[config.mk]
export PLATFORM = sky130hd
export DESIGN_NAME = crc_fe_top
export DESIGN_NICKNAME = d
export VERILOG_FILES = /design/src/rtl/crc_fe_pkg.sv /design/src/rtl/crc_fe_bitrev.sv /design/src/rtl/crc_fe_inbuf.sv /design/src/rtl/crc_fe_engine.sv /design/src/rtl/crc_fe_top.sv
export SDC_FILE = /design/constraint.sdc
export NUM_CORES = 1
export LEC_CHECK = 0
export BUFFER_PORTS_ARGS = -buffer_cell sky130_fd_sc_hd__buf_2
export CAP_MARGIN = 40
export CORE_ASPECT_RATIO = 2
export CORE_UTILIZATION = 56
export CTS_CLUSTER_DIAMETER = 40
export DETAILED_ROUTE_END_ITERATION = 8
export PLACE_DENSITY = 0.72
export SLEW_MARGIN = 20
export SYNTH_ARGS = -nofsm -noshare
export SYNTH_HDL_FRONTEND = slang
export SYNTH_SLANG_ARGS = --single-unit
[constraint.sdc]
create_clock -name clk -period 14.35 [get_ports clk]
set_input_delay 2.87 -clock clk [delete_from_list [all_inputs] [get_ports clk]]
set_output_delay 2.87 -clock clk [all_outputs]
set_load 0.005 [all_outputs]
[src/rtl/crc_fe_pkg.sv]
package crc_fe_pkg;

   localparam int unsigned WORD_W = 32;

   typedef enum logic [1:0] {
      ACC_BYTE = 2'd0,
      ACC_HALF = 2'd1,
      ACC_WORD = 2'd2,
      ACC_WIDE = 2'd3
   } acc_size_e;

   typedef enum logic [1:0] {
      PW_32 = 2'd0,
      PW_16 = 2'd1,
      PW_8  = 2'd2,
      PW_7  = 2'd3
   } poly_width_e;

   typedef enum logic [1:0] {
      RV_NONE = 2'd0,
      RV_BYTE = 2'd1,
      RV_HALF = 2'd2,
      RV_WORD = 2'd3
   } rev_mode_e;

   localparam logic [7:0] OFS_DATA    = 8'h00;
   localparam logic [7:0] OFS_SCRATCH = 8'h04;
   localparam logic [7:0] OFS_CTRL    = 8'h08;
   localparam logic [7:0] OFS_INIT    = 8'h10;
   localparam logic [7:0] OFS_POLY    = 8'h14;

   // Control field positions
   localparam int unsigned CB_RESTART = 0;
   localparam int unsigned CB_PW_LO   = 3;
   localparam int unsigned CB_RV_LO   = 5;
   localparam int unsigned CB_MIRROR  = 7;

   typedef struct packed {
      logic [WORD_W-1:0] data;
      logic [2:0]        nbytes;
   } crc_item_t;

   function automatic logic [WORD_W-1:0] pw_mask(poly_width_e pw);
      case (pw)
         PW_16:   return 32'h0000_FFFF;
         PW_8:    return 32'h0000_00FF;
         PW_7:    return 32'h0000_007F;
         default: return 32'hFFFF_FFFF;
      endcase
   endfunction

   function automatic int unsigned pw_msb(poly_width_e pw);
      case (pw)
         PW_16:   return 15;
         PW_8:    return 7;
         PW_7:    return 6;
         default: return 31;
      endcase
   endfunction

   // One byte, MSB first, through a left-shifting divider of selectable width
   function automatic logic [WORD_W-1:0] crc_step_byte(
      logic [WORD_W-1:0] c_in,
      logic [7:0]        d,
      logic [WORD_W-1:0] poly,
      poly_width_e       pw
   );
      logic [WORD_W-1:0] c;
      logic [WORD_W-1:0] m;
      logic              fb;
      int unsigned       top;
      c   = c_in;
      m   = pw_mask(pw);
      top = pw_msb(pw);
      for (int i = 7; i >= 0; i--) begin
         fb = c[top] ^ d[i];
         c  = (c << 1) & m;
         if (fb) c = c ^ (poly & m);
      end
      return c;
   endfunction

endpackage

[src/rtl/crc_fe_bitrev.sv]
module crc_fe_bitrev
   import crc_fe_pkg::*;
#(
   parameter int unsigned W = 32
) (
   input  logic [W-1:0] din,
   input  rev_mode_e    mode,
   output logic [W-1:0] dout
);

   localparam int unsigned LANE_B = 8;
   localparam int unsigned LANE_H = 16;

   if ((W % LANE_H) != 0) begin : g_w_chk
      $error("crc_fe_bitrev: W must be a multiple of 16");
   end

   logic [W-1:0] mir_b;
   logic [W-1:0] mir_h;
   logic [W-1:0] mir_w;

   for (genvar i = 0; i < W; i++) begin : g_bit
      assign mir_w[i] = din[W-1-i];
      assign mir_b[i] = din[(i/LANE_B)*LANE_B + LANE_B-1 - (i%LANE_B)];
      assign mir_h[i] = din[(i/LANE_H)*LANE_H + LANE_H-1 - (i%LANE_H)];
   end

   always_comb begin
      case (mode)
         RV_BYTE: dout = mir_b;
         RV_HALF: dout = mir_h;
         RV_WORD: dout = mir_w;
         default: dout = din;
      endcase
   end

endmodule

[src/rtl/crc_fe_inbuf.sv]
module crc_fe_inbuf
   import crc_fe_pkg::*;
(
   input  logic      clk,
   input  logic      rst_n,
   input  logic      flush,
   input  logic      push,
   input  crc_item_t push_item,
   input  logic      pop,
   output logic      full,
   output crc_item_t item
);

   logic      full_q;
   crc_item_t item_q;

   always_ff @(posedge clk or negedge rst_n) begin
      if (!rst_n) begin
         full_q <= 1'b0;
      end else if (flush) begin
         full_q <= 1'b0;
      end else if (push) begin
         full_q <= 1'b1;
      end else if (pop) begin
         full_q <= 1'b0;
      end
   end

   always_ff @(posedge clk or negedge rst_n) begin
      if (!rst_n) begin
         item_q <= '0;
      end else if (push) begin
         item_q <= push_item;
      end
   end

   assign full = full_q;
   assign item = item_q;

endmodule

[src/rtl/crc_fe_engine.sv]
module crc_fe_engine
   import crc_fe_pkg::*;
#(
   parameter logic [WORD_W-1:0] CRC_RST = 32'hFFFF_FFFF,
   parameter int unsigned       CNT_W   = 3
) (
   input  logic              clk,
   input  logic              rst_n,
   input  logic              reinit,
   input  logic [WORD_W-1:0] reinit_val,
   input  logic              load,
   input  crc_item_t         ld_item,
   input  logic [WORD_W-1:0] ld_poly,
   input  poly_width_e       ld_pw,
   output logic [WORD_W-1:0] crc,
   output logic              busy
);

   localparam int unsigned MAX_BYTES = WORD_W / 8;

   if ((1 << CNT_W) <= MAX_BYTES) begin : g_cnt_chk
      $error("crc_fe_engine: CNT_W too small for the byte count");
   end

   logic [WORD_W-1:0] crc_q;
   logic [WORD_W-1:0] dat_q;
   logic [WORD_W-1:0] poly_q;
   poly_width_e       pw_q;
   logic [CNT_W-1:0]  rem_q;

   logic [1:0]        cur_idx;
   logic [WORD_W-1:0] cur_dat;
   logic [7:0]        cur_byte;
   logic [WORD_W-1:0] cur_poly;
   poly_width_e       cur_pw;
   logic [WORD_W-1:0] crc_nxt;

   // Settings are snapshotted when an item starts
   always_comb begin
      if (load) begin
         cur_idx  = 2'(ld_item.nbytes - 3'd1);
         cur_dat  = ld_item.data;
         cur_poly = ld_poly;
         cur_pw   = ld_pw;
      end else begin
         cur_idx  = 2'(rem_q - CNT_W'(1));
         cur_dat  = dat_q;
         cur_poly = poly_q;
         cur_pw   = pw_q;
      end
      cur_byte = cur_dat[{cur_idx, 3'b000} +: 8];
      crc_nxt  = crc_step_byte(crc_q, cur_byte, cur_poly, cur_pw);
   end

   always_ff @(posedge clk or negedge rst_n) begin
      if (!rst_n) begin
         crc_q  <= CRC_RST;
         rem_q  <= '0;
         dat_q  <= '0;
         poly_q <= '0;
         pw_q   <= PW_32;
      end else if (reinit) begin
         crc_q <= reinit_val;
         rem_q <= '0;
      end else if (load) begin
         crc_q  <= crc_nxt;
         rem_q  <= CNT_W'(ld_item.nbytes - 3'd1);
         dat_q  <= ld_item.data;
         poly_q <= ld_poly;
         pw_q   <= ld_pw;
      end else if (rem_q != '0) begin
         crc_q <= crc_nxt;
         rem_q <= rem_q - CNT_W'(1);
      end
   end

   assign crc  = crc_q;
   assign busy = (rem_q != '0);

endmodule

[src/rtl/crc_fe_top.sv]
module crc_fe_top
   import crc_fe_pkg::*;
#(
   parameter int unsigned       ADDR_W   = 5,
   parameter logic [WORD_W-1:0] INIT_RST = 32'hFFFF_FFFF,
   parameter logic [WORD_W-1:0] POLY_RST = 32'h04C1_1DB7
) (
   input  logic              clk,
   input  logic              rst_n,
   input  logic              bus_sel,
   input  logic              bus_wr,
   input  logic [ADDR_W-1:0] bus_addr,
   input  logic [1:0]        bus_size,
   input  logic [31:0]       bus_wdata,
   output logic              bus_ready,
   output logic [31:0]       bus_rdata
);

   if (ADDR_W < 5 || ADDR_W > 8) begin : g_addr_chk
      $error("crc_fe_top: ADDR_W must be between 5 and 8");
   end

   localparam logic [ADDR_W-1:0] A_DATA    = ADDR_W'(OFS_DATA);
   localparam logic [ADDR_W-1:0] A_SCRATCH = ADDR_W'(OFS_SCRATCH);
   localparam logic [ADDR_W-1:0] A_CTRL    = ADDR_W'(OFS_CTRL);
   localparam logic [ADDR_W-1:0] A_INIT    = ADDR_W'(OFS_INIT);
   localparam logic [ADDR_W-1:0] A_POLY    = ADDR_W'(OFS_POLY);

   // ---------------- decode ----------------
   acc_size_e acc;
   logic      acc_word;
   logic      hit_data, hit_scratch, hit_ctrl, hit_init, hit_poly;

   assign acc         = acc_size_e'(bus_size);
   assign acc_word    = bus_size[1];
   assign hit_data    = (bus_addr == A_DATA);
   assign hit_scratch = (bus_addr == A_SCRATCH);
   assign hit_ctrl    = (bus_addr == A_CTRL);
   assign hit_init    = (bus_addr == A_INIT);
   assign hit_poly    = (bus_addr == A_POLY);

   // ---------------- registers ----------------
   logic [WORD_W-1:0] scratch_q;
   logic [WORD_W-1:0] init_q;
   logic [WORD_W-1:0] poly_q;
   poly_width_e       pw_q;
   rev_mode_e         rv_q;
   logic              mirror_q;

   // ---------------- datapath wiring ----------------
   logic              eng_busy;
   logic [WORD_W-1:0] eng_crc;
   logic              buf_full;
   crc_item_t         buf_item;
   crc_item_t         in_item;
   crc_item_t         eng_item;
   logic              eng_load;
   logic              buf_push, buf_pop;
   logic              reinit;
   logic [WORD_W-1:0] reinit_val;

   logic data_wr_rq, data_rd_rq, data_wr_go, cfg_wr;

   assign data_wr_rq = bus_sel &  bus_wr & hit_data;
   assign data_rd_rq = bus_sel & ~bus_wr & hit_data;

   always_comb begin
      if (data_wr_rq)      bus_ready = ~buf_full | ~eng_busy;
      else if (data_rd_rq) bus_ready = ~buf_full & ~eng_busy;
      else                 bus_ready = 1'b1;
   end

   assign data_wr_go = data_wr_rq & bus_ready;
   assign cfg_wr     = bus_sel & bus_wr & acc_word;

   // ---------------- incoming item ----------------
   logic [WORD_W-1:0] in_mask;
   logic [2:0]        in_nbytes;
   rev_mode_e         rv_lim;
   rev_mode_e         rv_eff;
   logic [WORD_W-1:0] in_rev;

   always_comb begin
      case (acc)
         ACC_BYTE: begin in_mask = 32'h0000_00FF; in_nbytes = 3'd1; rv_lim = RV_BYTE; end
         ACC_HALF: begin in_mask = 32'h0000_FFFF; in_nbytes = 3'd2; rv_lim = RV_HALF; end
         default:  begin in_mask = 32'hFFFF_FFFF; in_nbytes = 3'd4; rv_lim = RV_WORD; end
      endcase
      rv_eff = (rv_q > rv_lim) ? rv_lim : rv_q;
   end

   crc_fe_bitrev #(.W(WORD_W)) u_rev_in (
      .din  (bus_wdata & in_mask),
      .mode (rv_eff),
      .dout (in_rev)
   );

   assign in_item.data   = in_rev;
   assign in_item.nbytes = in_nbytes;

   // ---------------- buffer / engine hand-off ----------------
   assign eng_load = ~eng_busy & (buf_full | data_wr_go);
   assign eng_item = buf_full ? buf_item : in_item;
   assign buf_pop  = ~eng_busy & buf_full;
   assign buf_push = data_wr_go & ~(~eng_busy & ~buf_full);

   assign reinit     = cfg_wr & ((hit_ctrl & bus_wdata[CB_RESTART]) | hit_init);
   assign reinit_val = hit_init ? bus_wdata : init_q;

   crc_fe_inbuf u_buf (
      .clk       (clk),
      .rst_n     (rst_n),
      .flush     (reinit),
      .push      (buf_push),
      .push_item (in_item),
      .pop       (buf_pop),
      .full      (buf_full),
      .item      (buf_item)
   );

   crc_fe_engine #(.CRC_RST(INIT_RST), .CNT_W(3)) u_eng (
      .clk        (clk),
      .rst_n      (rst_n),
      .reinit     (reinit),
      .reinit_val (reinit_val),
      .load       (eng_load),
      .ld_item    (eng_item),
      .ld_poly    (poly_q),
      .ld_pw      (pw_q),
      .crc        (eng_crc),
      .busy       (eng_busy)
   );

   // ---------------- configuration registers ----------------
   always_ff @(posedge clk or negedge rst_n) begin
      if (!rst_n) begin
         scratch_q <= '0;
         init_q    <= INIT_RST;
         poly_q    <= POLY_RST;
         pw_q      <= PW_32;
         rv_q      <= RV_NONE;
         mirror_q  <= 1'b0;
      end else if (cfg_wr) begin
         if (hit_scratch) scratch_q <= bus_wdata;
         if (hit_init)    init_q    <= bus_wdata;
         if (hit_poly)    poly_q    <= bus_wdata;
         if (hit_ctrl) begin
            pw_q     <= poly_width_e'(bus_wdata[CB_PW_LO +: 2]);
            rv_q     <= rev_mode_e'(bus_wdata[CB_RV_LO +: 2]);
            mirror_q <= bus_wdata[CB_MIRROR];
         end
      end
   end

   // ---------------- readout ----------------
   logic [WORD_W-1:0] crc_view;
   logic [WORD_W-1:0] ctrl_view;

   crc_fe_bitrev #(.W(WORD_W)) u_rev_out (
      .din  (eng_crc),
      .mode (mirror_q ? RV_WORD : RV_NONE),
      .dout (crc_view)
   );

   always_comb begin
      ctrl_view                    = '0;
      ctrl_view[CB_PW_LO +: 2]     = pw_q;
      ctrl_view[CB_RV_LO +: 2]     = rv_q;
      ctrl_view[CB_MIRROR]         = mirror_q;
   end

   always_comb begin
      if (hit_data)         bus_rdata = crc_view;
      else if (hit_scratch) bus_rdata = scratch_q;
      else if (hit_ctrl)    bus_rdata = ctrl_view;
      else if (hit_init)    bus_rdata = init_q;
      else if (hit_poly)    bus_rdata = poly_q;
      else                  bus_rdata = '0;
   end

endmodule

---- Yosys cells after proc, flatten, opt, wreduce, memory -nomap -nowiden ----
Index checks and enable logic that the tools add are counted.
word-level totals
  register bits after elaboration ......... 238
  output and inout port bits .............. 33
  word-level logic and storage cells ...... 141
cells by class
  add/subtract/negate cells ............... 2
  $lt $le $gt $ge ......................... 2
  equal/unequal tests ..................... 14
  shifts and indexed selects .............. 1
  multiplexer cells ....................... 55
  bitwise logic cells ..................... 45
  reduce and logical (&&, ||, !) cells .... 8
operators with widths
  kind                 number
  $mux 32              19
  $and 32x32->32       10
  $pmux 32 s3          3
  $xor 32x32->32       8
  $pmux 32 s2          1
  $bmux 1 s5           8
  $mux 35              1
  $shiftx 32x6->8      1
  $pmux 5 s3           1
  $mux 1               13
  $and 1x1->1          12
  $eq 2x2->1 const B   6
  $eq 5x5->1 const B   2
  $mux 3               3
  $reduce_bool 3->1    3
  $eq 2x1->1 const B   4
  $mux 2               4
  $xor 1x1->1          8
  $lt 5x6->1 const B   1
  $pmux 3 s2           1
  $reduce_and 2->1     3
  $sub 3x1->3 const B  2
  $eq 5x3->1 const B   1
  $eq 5x4->1 const B   1
  other kinds (6)      11

---- Longest topological paths before layout ----
  word-level depth ........................ 46
  gate-level depth with buffers ........... 43
  mapped depth without buffers ............ 34

---- Modules after synthesis ----
A second synthesis with hierarchy kept.
second synthesis, totals
  cells, all modules ...................... 1993
  area total of the unflattened synthesis .. 19866.6 um2
by module, submodules not included
  module         instances  cells each  area each (um2)
  crc_fe_engine  1          1293        10787.8
  crc_fe_top     1          542         5931.9
  crc_fe_bitrev  2          40          828.3
  crc_fe_inbuf   1          78          1490.2

---- Worst setup path before layout ----
OpenSTA, ideal clock, no wires.
  path type ............................... input port to flip-flop
  start point ............................. input bus_size[1]
  end point ............................... register u_eng.crc_q[5] (netlist: u_eng.crc[5])
  arrival time ............................ 11.670 ns
  required time ........................... 14.262 ns
  slack ................................... 2.592 ns
  cell stages on the path ................. 38
  cell sequence ........................... clkbuf_1 > or2_2 > clkbuf_1 > clkbuf_1 > ha_1 > o21ba_2 > o21ai_1 > buf_2 > nand4_1 > a31o_2 > nor4_4 > o21a_1 > buf_4 > mux2i_2 > mux2i_1 > a31oi_2 > xnor2_2 > o221a_2 > [2 not listed] > a31oi_1 > a31oi_1 > o221ai_1 > mux2i_1 > or2_1 > a211oi_2 > xnor2_1 > o22a_2 > nand3_1 > a32oi_1 > xnor2_1 > and3_1 > o211ai_2 > and4_1 > or3_1 > o211a_1 > o211a_1 > or3_1
between the ends
  word-level cells in the longest chain between the ends .. 42
  elaborated cells between the ends (all ways) .. 67
  those cells by class .................... add/sub (1); order compare (1); eq/ne (4); shift (1); mux (33); bitwise (25); reduce/logical (2)
ends and longest elaborated chain
  item                                                  RTL line             text
  start: declaration                                    crc_fe_top.sv:13     input logic [1:0] bus_size,
  $eq 2x1->1 / $logic_not 2->1 (equally long branches)  crc_fe_top.sv:84     case (acc)
  $pmux 2 s2                                            crc_fe_top.sv:84
  $gt 2x2->1                                            crc_fe_top.sv:89     rv_eff = (rv_q > rv_lim) ? rv_lim : rv_q;
  $mux 2                                                crc_fe_top.sv:89
  $eq 2x2->1 / $eq 2x1->1 (equally long branches)       crc_fe_bitrev.sv:29  case (mode)
  $pmux 32 s3                                           crc_fe_bitrev.sv:29
  $mux 35                                               crc_fe_top.sv:103    assign eng_item = buf_full ? buf_item : in_item;
  $mux 32                                               -
  [26 not listed]                                       -
  $mux 32                                               crc_fe_pkg.sv:78     if (fb) c = c ^ (poly & m);
  $bmux 1 s5                                            crc_fe_pkg.sv:76     fb = c[top] ^ d[i];
  $mux 1 (implied by the code)                          crc_fe_pkg.sv:76
  $xor 1x1->1                                           crc_fe_pkg.sv:76
  $mux 32                                               crc_fe_pkg.sv:78
  $mux 32                                               crc_fe_engine.sv:71  end else if (rem_q != '0) begin
  $mux 32                                               crc_fe_engine.sv:65  end else if (load) begin
  $mux 32                                               crc_fe_engine.sv:62  end else if (reinit) begin
  end signal: assignment                                crc_fe_engine.sv:63  crc_q <= reinit_val;
  end signal: assignment                                crc_fe_engine.sv:66  crc_q <= crc_nxt;
  end signal: assignment                                crc_fe_engine.sv:72  crc_q <= crc_nxt;
  end: declaration                                      crc_fe_engine.sv:25  logic [WORD_W-1:0] crc_q;
Several ways; a longest one is shown, not always the timed one. The select of a mux whose other input is x is not followed.
A chain may end at the register's enable or synchronous reset.

---- Worst setup path in the final report ----
  start point ............................. input bus_size[0]
  end point ............................... register u_eng.crc_q[11] (netlist: u_eng.crc[11])
between the ends
  word-level cells in the longest chain between the ends .. 42
  elaborated cells between the ends (all ways) .. 64
  those cells by class .................... add/sub (1); order compare (1); eq/ne (4); shift (1); mux (33); bitwise (23); reduce/logical (1)
ends and longest elaborated chain
  item                                                  RTL line
  $eq 2x1->1 / $logic_not 2->1 (equally long branches)  crc_fe_top.sv:84
  $pmux 2 s2                                            crc_fe_top.sv:84
  $gt 2x2->1                                            crc_fe_top.sv:89
  $mux 2                                                crc_fe_top.sv:89
  $eq 2x2->1 / $eq 2x1->1 (equally long branches)       crc_fe_bitrev.sv:29
  $pmux 32 s3                                           crc_fe_bitrev.sv:29
  $mux 35 *                                             crc_fe_top.sv:103
  $mux 32                                               -
  [26 not listed]                                       -
  $mux 32                                               crc_fe_pkg.sv:78
  $bmux 1 s5                                            crc_fe_pkg.sv:76
  $mux 1 (implied by the code)                          crc_fe_pkg.sv:76
  $xor 1x1->1                                           crc_fe_pkg.sv:76
  $mux 32 *                                             crc_fe_pkg.sv:78
  $mux 32                                               crc_fe_engine.sv:71
  $mux 32 *                                             crc_fe_engine.sv:65
  $mux 32 *                                             crc_fe_engine.sv:62
Mark *: on every way between the ends. The rest lies on a longest branch, timed or not. The select of a mux whose other input is x is not followed.

==> summary.txt <==
Vias/cell: 6.808
RSZ-0062 raised after global routing: no
TNS Setup: 0 ns
Post-placement worst setup slack: 1.002 ns
Initial Util: 57.10%
Leakage: 0.008993 uW
CTS clock-pin slew for the worst setup and hold paths: 0.06 ns
Register area: 0.006056 sq mm
Crit path required time: 14.84 ns
F_max: 75.83 MHz
First-pass GRT wire length: 123.0 mm
Multi-input gate area: 0.01257 sq mm
Fill count: 2,958
Post-Layout Cell Count: 2,844
TritonCTS clock tree: done
DRT Pass-1 Iters: 6
Slew Limit Fails: 0
Most frequent cells in the layout: nor2_1 (329), nand2_1 (283), xnor2_1 (192)
EDFF count, synth: 0
Max rail drop VDD: 0.0002335 V
Critical Path AT: 13.68 ns
Placed Cells: 2,789
TritonCTS buffer count: 27
Area of the mapped netlist: 0.01927 sq mm
# nets final: 2,436
Setup ws final: 1.162 ns
Worst-Margin Slew: 0.9525 ns
Area Overhead vs Synth: 10.97%
Largest net degree at the start of global routing: 122
Crit Path Max Fanout: 17
Endpoints failing hold: 0
Setup Fix Bufs, Post-CTS: 0
Asr flop ratio synth: 100.0%
Final Skew: 0.02150 ns
Syn Area/Cell: 8.209 sq um
Syn Nets: 2,397
Starting DRT DRC Count: 1,697
Cell taking the most area after synthesis: dfrtp_1
Worst Hold Path Cells: 2
Chip height: 264.4 um
H-Tree Depth: 1
Total number of vias: 19,363
Row count: 95
IO Pins: 76
Dominant cells by area after synthesis: dfrtp_1 (21%), dfstp_2 (11%), xnor2_1 (8.9%)
Total Routing Usage GR: 47.10%
Final setup viols: 0
R2r worst-path depth: 34
Area fraction of the dominant cell type after synthesis: 20.77%
Synth unique cells: 98
CP startpoint kind: primary input
CTS Hold Bufs: 0
Syn. warnings: 0
Width of the die: 133.2 um
Clock Tree Buf Depth: 3
DRT antenna net count: 0
Grt total ovfl: 0
PortBufs: 75
Dominant synthesized flop cell: dfrtp_1
Relative slew margins: 36.50%
DRC violations left: 0
PD cells: 191.2 mW/mm^2
Routed WL: 82.14 mm
Period utilization: 91.90%
Layout cell share with drive strength beyond 1: 19.98%
Tmin final: 13.19 ns
Clk Latency, worst-skew pair: 0.58 ns
Die area: 0.03521 sq mm
Slowest-stage cell, CP: a21oi_1
Hold Path Class: reg -> reg
Cells after synthesis: 2,348
Sequential area share after synthesis: 31.41%
ANT cells: 0
Synth Register Bits: 238
PostCTS Resize Cnt: 0
Initial antenna violation count: 1
Worst setup EP type: flip-flop
Vias in the first global route: 19,238
Outcome: completed
Root buf cell: clkbuf_16
Gpl congestion: 1.072
CTS Sinks: 238
Max-Cap Viols: 0
Critical path type: in -> reg
Crit-path max cell delay: 0.74 ns
Most common cell after layout, fill and taps aside: nor2_1
Core Area: 0.03376 sq mm
Post-DR wirelength/cell: 28.88 um
Dpl hpwl: 60.35 mm
power breakdown:
group | leakage (uW) | total, uW | switching, uW | internal, uW
Combinational | 0.00558 | 2420 | 1640 | 778
Sequential | 0.00295 | 939 | 127 | 811
Clock | 0.000459 | 736 | 318 | 418
Total | 0.00899 | 4090 | 2080 | 2010
per-layer routing:
metal	vias to the layer above	share of wire, %	track usage [%]
li1	8455	-	-
met2	1150	46	76.54
met4	2	13	49.32
met3	433	8.0	9.084
met1	9323	33	49.13
met5	-	0.016	0
area by class of cell:
class | count | share of cell area [%]
clock buffer | 36 | 3.551
clock inverter | 14 | 0.8774
inverter | 26 | 0.4563
multi-input combinational | 1919 | 58.78
sequential | 238 | 28.31
tap | 436 | 2.550
timing repair buffer | 175 | 5.475
synth_stat cells (7+ instances only):
library cell,n
inv_1,24
nor2b_1,9
nor2_1,332
dfstp_2,78
o22ai_1,32
xnor2_1,195
a221oi_1,10
buf_1,14
a32oi_1,15
o221ai_1,11
o21ai_1,9
o31ai_1,27
or3_1,14
nand3_1,69
and3_1,22
o21a_1,7
o21ai_0,156
a31oi_1,36
a211oi_1,23
and2_1,14
nor4_1,14
dfrtp_1,160
a21oi_1,110
o22a_1,8
a211o_1,10
mux2i_1,151
nand2_1,283
clkbuf_1,134
a22oi_1,11
xor2_1,22
mux2_2,119
nand2b_1,10
buf_2,11
nor3_1,34
o211ai_1,16
nand4_1,17
per-stage QoR:
step,utilization (%),instance area (sq um),hold WS (ns),power [uW]
after global routing,63.36,21390,0.4956,4238
after detailed placement,60.45,20410,0.4640,3257
after global placement,60.19,20320,0.4586,3213
final,63.36,21390,0.4768,4091
after CTS,63.26,21350,0.4800,3998
after floorplan,-,19270,0.4447,2407
worst paths after layout:
check | from | end | slack (ns)
setup reg to reg | u_buf.full | u_eng.crc[11] | 3.34
setup / recovery | bus_size[0] | u_eng.crc[11] | 1.16
max in group asynchronous | rst_n | u_eng.dat_q[19] | 9.93
hold reg to reg | u_buf.item[23] | u_buf.item[23] | 0.48
hold / removal | u_buf.item[23] | u_buf.item[23] | 0.48
min in group asynchronous | rst_n | u_buf.item[22] | 2.37
sequential cells by signal, indices dropped and copies added (netlist names):
register,flops
poly_q,32
mirror_q,1
u_eng.dat_q,32
scratch_q,32
pw_q,2
u_buf.item,35
rv_q,2
init_q,32
u_buf.full,1
u_eng.rem_q,3
u_eng.crc,32
u_eng.pw_q,2
u_eng.poly_q,32
critical path, delay by kind of cell:
family	cells	cell delay, ns
adder cells (fa/ha/maj)	1	0.37
buffers and inverters	3	0.75
AO/OA/AOI/OAI	20	5.57
multiplexers	2	0.84
XOR/XNOR	2	0.76
AND/OR/NAND/NOR	8	2.47
cells by family (layout without fill, tap and decap cells):
kind of cell | Yosys count | count (layout) | synth area share [%]
simple gates | 847 | 847 | 19.20
buf+inv | 191 | 251 | 3.947
mux | 277 | 277 | 15.30
xor+xnor | 222 | 222 | 10.35
flops | 238 | 238 | 31.41
compound gates | 566 | 566 | 19.36
fa+ha+maj | 7 | 7 | 0.4414
No activity file was read; power rests on OpenSTA's default activity.
